--- src/rtl/adc_trig_pkg.sv ---
package adc_trig_pkg;
  localparam int ADDR_W = 8;
  localparam int BUS_W  = 32;
  localparam logic [ADDR_W-1:0] OFS_TRIG  = 8'h04;
  localparam logic [ADDR_W-1:0] OFS_STAT  = 8'h10;
  localparam logic [ADDR_W-1:0] OFS_DATA0 = 8'h14;
  localparam logic [ADDR_W-1:0] OFS_PWR   = 8'h94;
  localparam int PWR_EN_BIT = 14;

  typedef enum logic [1:0] {ST_IDLE, ST_REQ, ST_WAIT, ST_CAPT} conv_st_t;
endpackage

--- src/rtl/adc_pwr_seq.sv ---
module adc_pwr_seq #(
  parameter int PWR_CYC = 100000
) (
  input  logic clk,
  input  logic rst_n,
  input  logic en,
  output logic pwr_ok
);
  localparam int CW = $clog2(PWR_CYC + 1);
  logic [CW-1:0] cnt_q;

  always_ff @(posedge clk) begin
    if (!rst_n || !en) begin
      cnt_q  <= '0;
      pwr_ok <= 1'b0;
    end else if (cnt_q == CW'(PWR_CYC)) begin
      pwr_ok <= 1'b1;
    end else begin
      cnt_q <= cnt_q + 1'b1;
    end
  end
endmodule

--- src/rtl/adc_chan_arb.sv ---
module adc_chan_arb #(
  parameter int NCH = 16,
  localparam int CW = $clog2(NCH)
) (
  input  logic [NCH-1:0] pend,
  output logic           any,
  output logic [CW-1:0]  idx
);
  always_comb begin
    any = 1'b0;
    idx = '0;
    for (int i = NCH - 1; i >= 0; i--) begin
      if (pend[i]) begin
        any = 1'b1;
        idx = CW'(i);
      end
    end
  end
endmodule

--- src/rtl/adc_conv_fsm.sv ---
module adc_conv_fsm
  import adc_trig_pkg::*;
#(
  parameter int NCH        = 16,
  parameter int DW         = 12,
  parameter int SAMPLE_CYC = 2500,
  localparam int CW  = $clog2(NCH),
  localparam int TW  = $clog2(SAMPLE_CYC + 1)
) (
  input  logic          clk,
  input  logic          rst_n,
  input  logic          abort,
  input  logic          pwr_ok,
  input  logic          pick_any,
  input  logic [CW-1:0] pick_idx,
  output logic          grant,
  output logic          req_valid,
  input  logic          req_ready,
  output logic [CW-1:0] req_chan,
  input  logic          res_valid,
  output logic          res_ready,
  input  logic [DW-1:0] res_data,
  output logic          cap_valid,
  output logic [CW-1:0] cap_chan,
  output logic [DW-1:0] cap_data,
  output logic          active
);
  conv_st_t      st_q;
  logic [TW-1:0] tmr_q;

  assign grant     = (st_q == ST_IDLE) && pwr_ok && pick_any && !abort;
  assign req_valid = (st_q == ST_REQ) && !abort;
  assign res_ready = (st_q == ST_CAPT) && !abort;
  assign cap_valid = res_ready && res_valid;
  assign cap_data  = res_data;
  assign cap_chan  = req_chan;
  assign active    = (st_q != ST_IDLE);

  always_ff @(posedge clk) begin
    if (!rst_n || abort) begin
      st_q     <= ST_IDLE;
      tmr_q    <= '0;
      req_chan <= '0;
    end else begin
      unique case (st_q)
        ST_IDLE: if (grant) begin
          req_chan <= pick_idx;
          st_q     <= ST_REQ;
        end
        ST_REQ: if (req_ready) begin
          tmr_q <= TW'(SAMPLE_CYC - 1);
          st_q  <= ST_WAIT;
        end
        ST_WAIT: if (tmr_q == '0) st_q <= ST_CAPT;
                 else tmr_q <= tmr_q - 1'b1;
        ST_CAPT: if (res_valid) st_q <= ST_IDLE;
        default: st_q <= ST_IDLE;
      endcase
    end
  end
endmodule

--- src/rtl/adc_trig_ctrl.sv ---
module adc_trig_ctrl
  import adc_trig_pkg::*;
#(
  parameter int NCH        = 16,
  parameter int DW         = 12,
  parameter int PWR_CYC    = 100000,
  parameter int SAMPLE_CYC = 2500,
  localparam int CW = $clog2(NCH)
) (
  input  logic              clk,
  input  logic              rst_n,
  input  logic              bus_valid,
  input  logic              bus_write,
  input  logic [ADDR_W-1:0] bus_addr,
  input  logic [BUS_W-1:0]  bus_wdata,
  output logic [BUS_W-1:0]  bus_rdata,
  output logic              adc_en,
  output logic              adc_req_valid,
  input  logic              adc_req_ready,
  output logic [CW-1:0]     adc_req_chan,
  input  logic              adc_res_valid,
  output logic              adc_res_ready,
  input  logic [DW-1:0]     adc_res_data
);
  localparam logic [ADDR_W-1:0] DATA_SPAN = ADDR_W'(4 * NCH);

  logic           wr, trig_wr, pwr_wr;
  logic [NCH-1:0] trig_q, pend_q, rdy_vec, rise, gnt_mask;
  logic           en_q, busy_q, pwr_ok;
  logic           pick_any, grant, cap_valid, active;
  logic [CW-1:0]  pick_idx, cap_chan;
  logic [DW-1:0]  cap_data;
  logic [DW-1:0]  data_arr [NCH];

  assign wr      = bus_valid && bus_write;
  assign trig_wr = wr && (bus_addr == OFS_TRIG);
  assign pwr_wr  = wr && (bus_addr == OFS_PWR);
  assign rise    = trig_wr ? (bus_wdata[NCH-1:0] & ~trig_q) : '0;
  assign gnt_mask = grant ? (NCH'(1) << pick_idx) : '0;
  assign adc_en  = en_q;

  always_ff @(posedge clk) begin
    if (!rst_n) begin
      trig_q <= '0;
      en_q   <= 1'b0;
      pend_q <= '0;
      busy_q <= 1'b0;
    end else begin
      if (trig_wr) trig_q <= bus_wdata[NCH-1:0];
      if (pwr_wr)  en_q   <= bus_wdata[PWR_EN_BIT];
      if (!en_q) pend_q <= '0;
      else       pend_q <= (pend_q & ~gnt_mask) | (rise & {NCH{pwr_ok}});
      busy_q <= en_q && (active || (|pend_q));
    end
  end

  adc_pwr_seq #(.PWR_CYC(PWR_CYC)) u_pwr (
    .clk(clk), .rst_n(rst_n), .en(en_q), .pwr_ok(pwr_ok)
  );

  adc_chan_arb #(.NCH(NCH)) u_arb (
    .pend(pend_q), .any(pick_any), .idx(pick_idx)
  );

  adc_conv_fsm #(.NCH(NCH), .DW(DW), .SAMPLE_CYC(SAMPLE_CYC)) u_fsm (
    .clk(clk), .rst_n(rst_n), .abort(!en_q), .pwr_ok(pwr_ok),
    .pick_any(pick_any), .pick_idx(pick_idx), .grant(grant),
    .req_valid(adc_req_valid), .req_ready(adc_req_ready), .req_chan(adc_req_chan),
    .res_valid(adc_res_valid), .res_ready(adc_res_ready), .res_data(adc_res_data),
    .cap_valid(cap_valid), .cap_chan(cap_chan), .cap_data(cap_data),
    .active(active)
  );

  for (genvar g = 0; g < NCH; g++) begin : g_ch
    logic          rdy_r;
    logic [DW-1:0] dat_r;
    always_ff @(posedge clk) begin
      if (!rst_n) begin
        rdy_r <= 1'b0;
        dat_r <= '0;
      end else if (cap_valid && cap_chan == CW'(g)) begin
        rdy_r <= 1'b1;
        dat_r <= cap_data;
      end else if (trig_wr && !bus_wdata[g]) begin
        rdy_r <= 1'b0;
      end
    end
    assign rdy_vec[g]  = rdy_r;
    assign data_arr[g] = dat_r;
  end

  logic [ADDR_W-1:0] res_ofs;
  logic              res_hit;
  logic [CW-1:0]     res_idx;
  assign res_ofs = bus_addr - OFS_DATA0;
  assign res_hit = (bus_addr >= OFS_DATA0) && (res_ofs < DATA_SPAN) && (res_ofs[1:0] == 2'b00);
  assign res_idx = res_ofs[CW+1:2];

  always_comb begin
    bus_rdata = '0;
    if (bus_addr == OFS_TRIG)      bus_rdata[NCH-1:0] = trig_q;
    else if (bus_addr == OFS_STAT) bus_rdata[0] = busy_q;
    else if (bus_addr == OFS_PWR)  bus_rdata[PWR_EN_BIT] = en_q;
    else if (res_hit)              bus_rdata[DW:0] = {rdy_vec[res_idx], data_arr[res_idx]};
  end
endmodule

--- config.mk ---
export PLATFORM = sky130hd
export DESIGN_NAME = adc_trig_ctrl
export DESIGN_NICKNAME = d
export VERILOG_FILES = /design/src/rtl/adc_trig_pkg.sv /design/src/rtl/adc_pwr_seq.sv /design/src/rtl/adc_chan_arb.sv /design/src/rtl/adc_conv_fsm.sv /design/src/rtl/adc_trig_ctrl.sv
export SDC_FILE = /design/constraint.sdc
export NUM_CORES = 1
export LEC_CHECK = 0
export ABC_AREA = 1
export BUFFER_PORTS_ARGS = -buffer_cell sky130_fd_sc_hd__buf_2
export CORE_ASPECT_RATIO = 0.7
export CORE_MARGIN = 2
export CORE_UTILIZATION = 37
export DETAILED_ROUTE_END_ITERATION = 8
export PLACE_DENSITY = 0.56
export SETUP_SLACK_MARGIN = 0.2
export SLEW_MARGIN = 20
export SYNTH_ARGS = -nofsm -noshare
export SYNTH_HDL_FRONTEND = slang
export SYNTH_SLANG_ARGS = --single-unit
--- constraint.sdc ---
create_clock -name clk -period 8.1 [get_ports clk]
set_input_delay 2.43 -clock clk [delete_from_list [all_inputs] [get_ports clk]]
set_output_delay 2.43 -clock clk [all_outputs]
set_load 0.1 [all_outputs]
* Yosys cells after proc, flatten, opt, wreduce, memory -nomap -nowiden
Index checks and enable logic that the tools add are counted.
** Word-level totals
- Register bits :: 278
- Input port bits :: 58
- Logic and storage cells :: 263
** Operators by class
- $add $sub $neg :: 3
- Magnitude comparators :: 4
- Equality and inequality tests :: 27
- Shift-type cells :: 1
- Multiplexer cells :: 89
- Bitwise operators :: 7
- Reduce and logical (&&, ||, !) cells :: 91
** Operators by type and width (number)
- 4-bit two-way mux :: 16
- 12-bit two-way mux :: 5
- 1-bit two-way mux :: 55
- 16-bit bitwise AND :: 3
- 12-bit binary-select mux with 4-bit select :: 1
- 1-bit logical AND :: 44
- 13-bit two-way mux :: 3
- 2-bit nonzero test :: 18
- 4-bit equality test (second input constant) :: 8
- 16-bit two-way mux :: 2
- 16-bit NOT :: 2
- 12-bit one-hot mux with 2 select lines :: 1
- 1-bit logical NOT :: 18
- 17-bit by 1-bit adder with 17-bit output (second input constant) :: 1
- 17-bit equality test (second input constant) :: 1
- 4-bit by 3-bit equality test with 1-bit output (second input constant) :: 4
- 16-bit bitwise OR :: 1
- 16-bit OR reduction :: 1
- 1-bit by 4-bit left shift with 16-bit output (first input constant) :: 1
- 12-bit logical NOT :: 1
- 12-bit by 1-bit subtractor with 12-bit output (second input constant) :: 1
- 4-bit by 2-bit equality test with 1-bit output (second input constant) :: 2
- 8-bit by 3-bit equality test with 1-bit output (second input constant) :: 1
- 8-bit by 5-bit equality test with 1-bit output (second input constant) :: 1
- other kinds (21) :: 31

* Longest topological paths before layout
- Word-level depth :: 22
- Gate-level depth with buffers :: 19
- Depth with buffers taken out :: 19

* Hierarchy
From an unflattened synthesis, not the netlist that was laid out.
** Second synthesis, totals
- Cells, all modules :: 2074
- Area total of the unflattened synthesis :: 13713.2 µm²
** Modules (own cells, without submodules)
- adc_trig_ctrl :: instances 1, cells an instance 1668, area each 11198.2 µm², seq. area each 4844.6 µm²
- adc_conv_fsm :: instances 1, cells an instance 190, area each 1277.5 µm², seq. area each 360.3 µm²
- adc_pwr_seq :: instances 1, cells an instance 167, area each 1028.5 µm², seq. area each 360.3 µm²
- adc_chan_arb :: instances 1, cells an instance 49, area each 209.0 µm², seq. area each 0.0 µm²

* Worst setup path before layout
Ideal clock, no wire load.
- Path kind :: input to output
- Start :: input bus_addr[2]
- End :: output bus_rdata[12]
- Arrival :: 5.509 ns
- Slack :: 0.161 ns
- Stages on the path :: 10
- Path through :: inv_2 -> buf_2 -> clkbuf_1 -> ha_1 -> inv_1 -> clkbuf_1 -> a21oi_1 -> a221oi_1 -> o31ai_1 -> o22ai_1
** On the way
- Cells in the longest elaborated chain, start to end :: 8
- Elaborated cells between the ends (all ways) :: 14
- Classes of those cells :: add/sub (1); order compare (2); eq/ne (3); mux (6); reduce/logical (2)
** RTL lines
- from (decl) :: line adc_trig_ctrl.sv:14 : input logic [ADDR_W-1:0] bus_addr,
- 8-bit by 5-bit subtractor with 8-bit output :: line adc_trig_ctrl.sv:95 : assign res_ofs = bus_addr - OFS_DATA0;
- 8-bit by 7-bit < comparator with 1-bit output :: line adc_trig_ctrl.sv:96 : assign res_hit = (bus_addr >= OFS_DATA0) && (res_ofs < DATA_SPAN) && (res_ofs[1:0] == 2'b00);
- 1-bit logical AND (2 in a row) :: line adc_trig_ctrl.sv:96
- 13-bit two-way mux :: line adc_trig_ctrl.sv:104 : else if (res_hit) bus_rdata[DW:0] = {rdy_vec[res_idx], data_arr[res_idx]};
- 13-bit two-way mux :: line adc_trig_ctrl.sv:103 : else if (bus_addr == OFS_PWR) bus_rdata[PWR_EN_BIT] = en_q;
- 12-bit two-way mux :: line adc_trig_ctrl.sv:102 : else if (bus_addr == OFS_STAT) bus_rdata[0] = busy_q;
- 13-bit two-way mux * :: line adc_trig_ctrl.sv:101 : if (bus_addr == OFS_TRIG) bus_rdata[NCH-1:0] = trig_q;
- to (decl) :: line adc_trig_ctrl.sv:16 : output logic [BUS_W-1:0] bus_rdata,
Every way passes the cells marked *; elsewhere a longest branch is shown, timed or not. The select of a mux whose other input is x is not followed.

* Worst setup path after layout
- Start :: input bus_addr[3]
- End :: output bus_rdata[10]
** On the way
- Cells in the longest elaborated chain, start to end :: 9
- Elaborated cells between the ends (all ways) :: 16
- Classes of those cells :: add/sub (1); order compare (2); eq/ne (3); mux (7); bitwise (1); reduce/logical (2)
** RTL lines (line)
- 8-bit by 5-bit subtractor with 8-bit output :: adc_trig_ctrl.sv:95
- 4-bit NOT with 5-bit output (implied by the code) :: adc_trig_ctrl.sv:104
- 12-bit binary-select mux with 4-bit select :: adc_trig_ctrl.sv:104
- 12-bit two-way mux (implied by the code) (2 in a row) :: adc_trig_ctrl.sv:104
- 13-bit two-way mux :: adc_trig_ctrl.sv:104
- 13-bit two-way mux :: adc_trig_ctrl.sv:103
- 12-bit two-way mux :: adc_trig_ctrl.sv:102
- 13-bit two-way mux * :: adc_trig_ctrl.sv:101
Marked as above.

==> impl_metrics.toml <==
[worst_setup_path]
crit_family = "buffers and inverters"
crit_path_end_kind = "output port"
critPathArrivalTime_ns = 4.85
crit_start = "bus_addr[3]"
reg2reg_from = "u_fsm.st_q[1]$_SDFFE_PN0P_"
crit_path_cell_trace = "buf_2 -> inv_1 -> ha_1 -> nor2_2 -> inv_1 -> nand2_2 -> inv_2 -> nand3_1 -> nand3_1 -> nand3_1 -> o21ai_0 -> buf_12"
cp.required_ns = 5.67
r2r-end = "g_ch[14].dat_r[5]$_SDFFE_PN0P_"
worst-path-buf-inv = 5
crit_type = "in -> out"
startpoint_type = "input pin"
cp_slowest_cell = "inv_2"
cp_slowest_stage_delay_ns = 0.55
critPathCapture = "bus_rdata[10]"
cpMostUsedCell = "nand3_1"
r2r_cells = 8
crit_cells = 12
r2r_slack_ns = 5.63
path_max_fanout = 26

[sta]
hold_slack_ns = 0.447
drv_slew = 0
fin_crit_sh_pct = 89.9
fmax_ghz = 0.137
hold_violations = 0
finClkSkew_ns = 0.0140
setup_violations = 0
fin_tns_setup_ns = 0
finalCriticalPeriod_ns = 7.28
relSlewSlack_pct = 25.4
rsz0062_at_grt = "false"
tightestPinTransition_ns = 1.12

[yosys]
synth_area_sq_um = 12800
synth-edff-count = 0
ys_seq_area_share_pct = 43.6
synth.distinct_cells = 43
async_reset_ff_share_pct = 0
synthFlopType = "dfxtp_1"
syn_avg_cell_area_sq_um = 6.97
ys_ff_latch = 278
synthCells = 1833
yosysWarnings = 0

[route]
vias_per_cell = 5.23
met2WireLength_mm = 16.5
wire_per_inst_um = 18.0
dr.pass1.iters = 5
routed.top_layer = "met4"
via_count = 12092
drtAntennaViolNets = 0
drc_errors = 0
wl_mm = 41.5
met1_length_mm = 21.2
wl_met3_mm = 3.26
drtIter0Drc = 1314

[final_layout]
fin_cells = 2310
drive_gt1_share_pct = 8.78
multiInputGateArea_sq_um = 6040
syn2layout_area_growth_pct = 13.4
nets = 1895
seq_area_sq_um = 5570
diodes = 0
fillCellCount = 3463

[clock_network]
clk_pin_slew_ns = 0.06
cts_sinks = 278
cts_tree = "yes"
hold_buffers = 0
clk_latency_ns = 0.56
ctsRootBufferMaster = "clkbuf_16"
cts-resized-gates = 0
htree_levels = 1
numCtsBuffers = 28
post_cts_buffers = 0
cts.path.max_buffers = 3

[pwr]
peakVddDrop_uv = 159
power_density_nw_per_um2 = 208
power_uw = 3010
p_leak_uw = 0.00568

[global_routing]
grt_antenna_before_repair = 0
track_usage_pct = 22.5
first_global_vias = 10744
grt_pass1_wl_mm = 63.9
grt_max_degree = 126
grt_overflow_total = 0

[placement]
portBuffers = 64
placed_cells = 2261
place.gp.congestion = 0.875
place_hpwl_mm = 26.2

[floorplan]
die_w_um = 226
ios = 97
dieArea_sq_um = 36000
core_area_sq_um = 33800
start_util_pct = 37.8
rows = 56
die_h_um = 159

[hold_path]
min_path_type = "reg -> reg"

[status]
status = "completed"

[job]
cap_viol_max_count = 0
## sequential cells by signal, indices dropped and copies added, names as in the netlist
name	cells
g_ch.rdy_r	16
u_pwr.pwr_ok	1
u_fsm.tmr_q	12
u_pwr.cnt_q	17
pend_q	16
g_ch.dat_r	192
trig_q	16
u_fsm.cap_chan	4
adc_en	1
busy_q	1
u_fsm.st_q	2
## routing by layer
metal  GRT usage (%)  vias up
met1            35.7     5629
li1                -     6024
met5               0        -
met4            4.25        0
met3            4.74       43
met2            30.8      396
## cell families after synthesis
kind of cell    share of synthesized area, %
other cells                           0.0294
fa+ha+maj                              0.980
xor+xnor                               0.274
buf+inv                                 9.70
flops                                   43.6
simple gates                            24.3
compound gates                          21.2
## stage by stage
step           instance area [sq um]  worst slack [ns]  utilization, %
2_1_floorplan                  12800             0.306               -
5_1_grt                        14500             0.752            42.9
3_3_place_gp                   13500             0.893            40.0
3_5_place_dp                   13500             0.878            40.0
6_report                       14500             0.818            42.9
4_1_cts                        14500             0.872            42.9
## cell usage in the layout, fill, tap and decap left out, types with 4 or more instances in the layout
cell type  netlist  layout
buf_12           0      16
nor3_1          12      12
clkbuf_8         0      10
o21ai_0        301     301
nor2_1         340     340
nand2_1        177     177
nand4_1         29      29
dfxtp_1        278     278
a21oi_1        163     163
inv_1          155     155
clkbuf_1        98       4
clkbuf_16        0      29
o21bai_1         4       4
inv_2            9       8
o211ai_1        14      14
buf_4           19      20
o21ai_1          9       9
xor2_1           4       4
conb_1           1      16
ha_1            10       9
a31oi_1          6       6
nor4_1           4       4
nand3_1        144     143
a221oi_1         6       6
buf_2           12      50
## final cells by class
| cell class | count | area share, % |
|---|---|---|
| Clock buffer | 43 | 6.06 |
| Clock inverter | 6 | 0.579 |
| Sequential cell | 278 | 38.4 |
| Inverter | 164 | 4.27 |
| Timing Repair Buffer | 86 | 4.98 |
| Multi-Input combinational cell | 1269 | 41.7 |
| Tap cell | 464 | 4.01 |
## worst register-to-register path, cell delays in order, from the launching register on
cell and delay, ns:
dfxtp_1 0.38, ha_1 0.19, nand2_1 0.06, inv_1 0.11, nand2_1 0.11, nor2_1 0.19, nand3_1 0.74, o21ai_0 0.47
a21oi_1 0.07
## report_power, final
part	total, uW	switching (uW)	leakage, uW	internal (uW)
registers	1370	0.0371	0.00224	1370
logic	275	212	0.00296	62.5
clock network	1370	565	0.000478	805
## worst min path at each step
stage,startpoint,to,slack (ns),depth (start not counted)
floorplan,g_ch[8].dat_r[11]$_SDFFE_PN0P_,g_ch[8].dat_r[11]$_SDFFE_PN0P_,0.42,2
global placement,g_ch[2].dat_r[10]$_SDFFE_PN0P_,g_ch[2].dat_r[10]$_SDFFE_PN0P_,0.43,2
detailed placement,g_ch[2].dat_r[9]$_SDFFE_PN0P_,g_ch[2].dat_r[9]$_SDFFE_PN0P_,0.44,2
CTS,g_ch[2].dat_r[9]$_SDFFE_PN0P_,g_ch[2].dat_r[9]$_SDFFE_PN0P_,0.45,2
global route,g_ch[5].dat_r[10]$_SDFFE_PN0P_,g_ch[5].dat_r[10]$_SDFFE_PN0P_,0.46,2
finish,g_ch[2].dat_r[9]$_SDFFE_PN0P_,g_ch[2].dat_r[9]$_SDFFE_PN0P_,0.45,2
## cell usage after synthesis (2+ instances only)
cell type	number	share of area (%)
a21oi_1	163	6.4
a221oi_1	6	0.41
a31oi_1	6	0.29
buf_1	5	0.15
buf_2	12	0.47
buf_4	19	1.1
buf_6	3	0.26
clkbuf_1	98	2.9
dfxtp_1	278	44
ha_1	10	0.98
inv_1	155	4.6
inv_2	9	0.26
nand2_1	177	5.2
nand2_2	3	0.15
nand3_1	144	5.6
nand3_2	2	0.16
nand4_1	29	1.4
nor2_1	340	10
nor2_2	3	0.15
nor3_1	12	0.47
nor4_1	4	0.20
nor4_4	2	0.33
o211ai_1	14	0.82
o21ai_0	301	12
o21ai_1	9	0.35
o21ai_2	2	0.14
o21bai_1	4	0.24
o22ai_1	3	0.15
o31ai_1	2	0.12
or2_1	2	0.098
xor2_1	4	0.27
No activity file was read; power rests on OpenSTA's default activity.
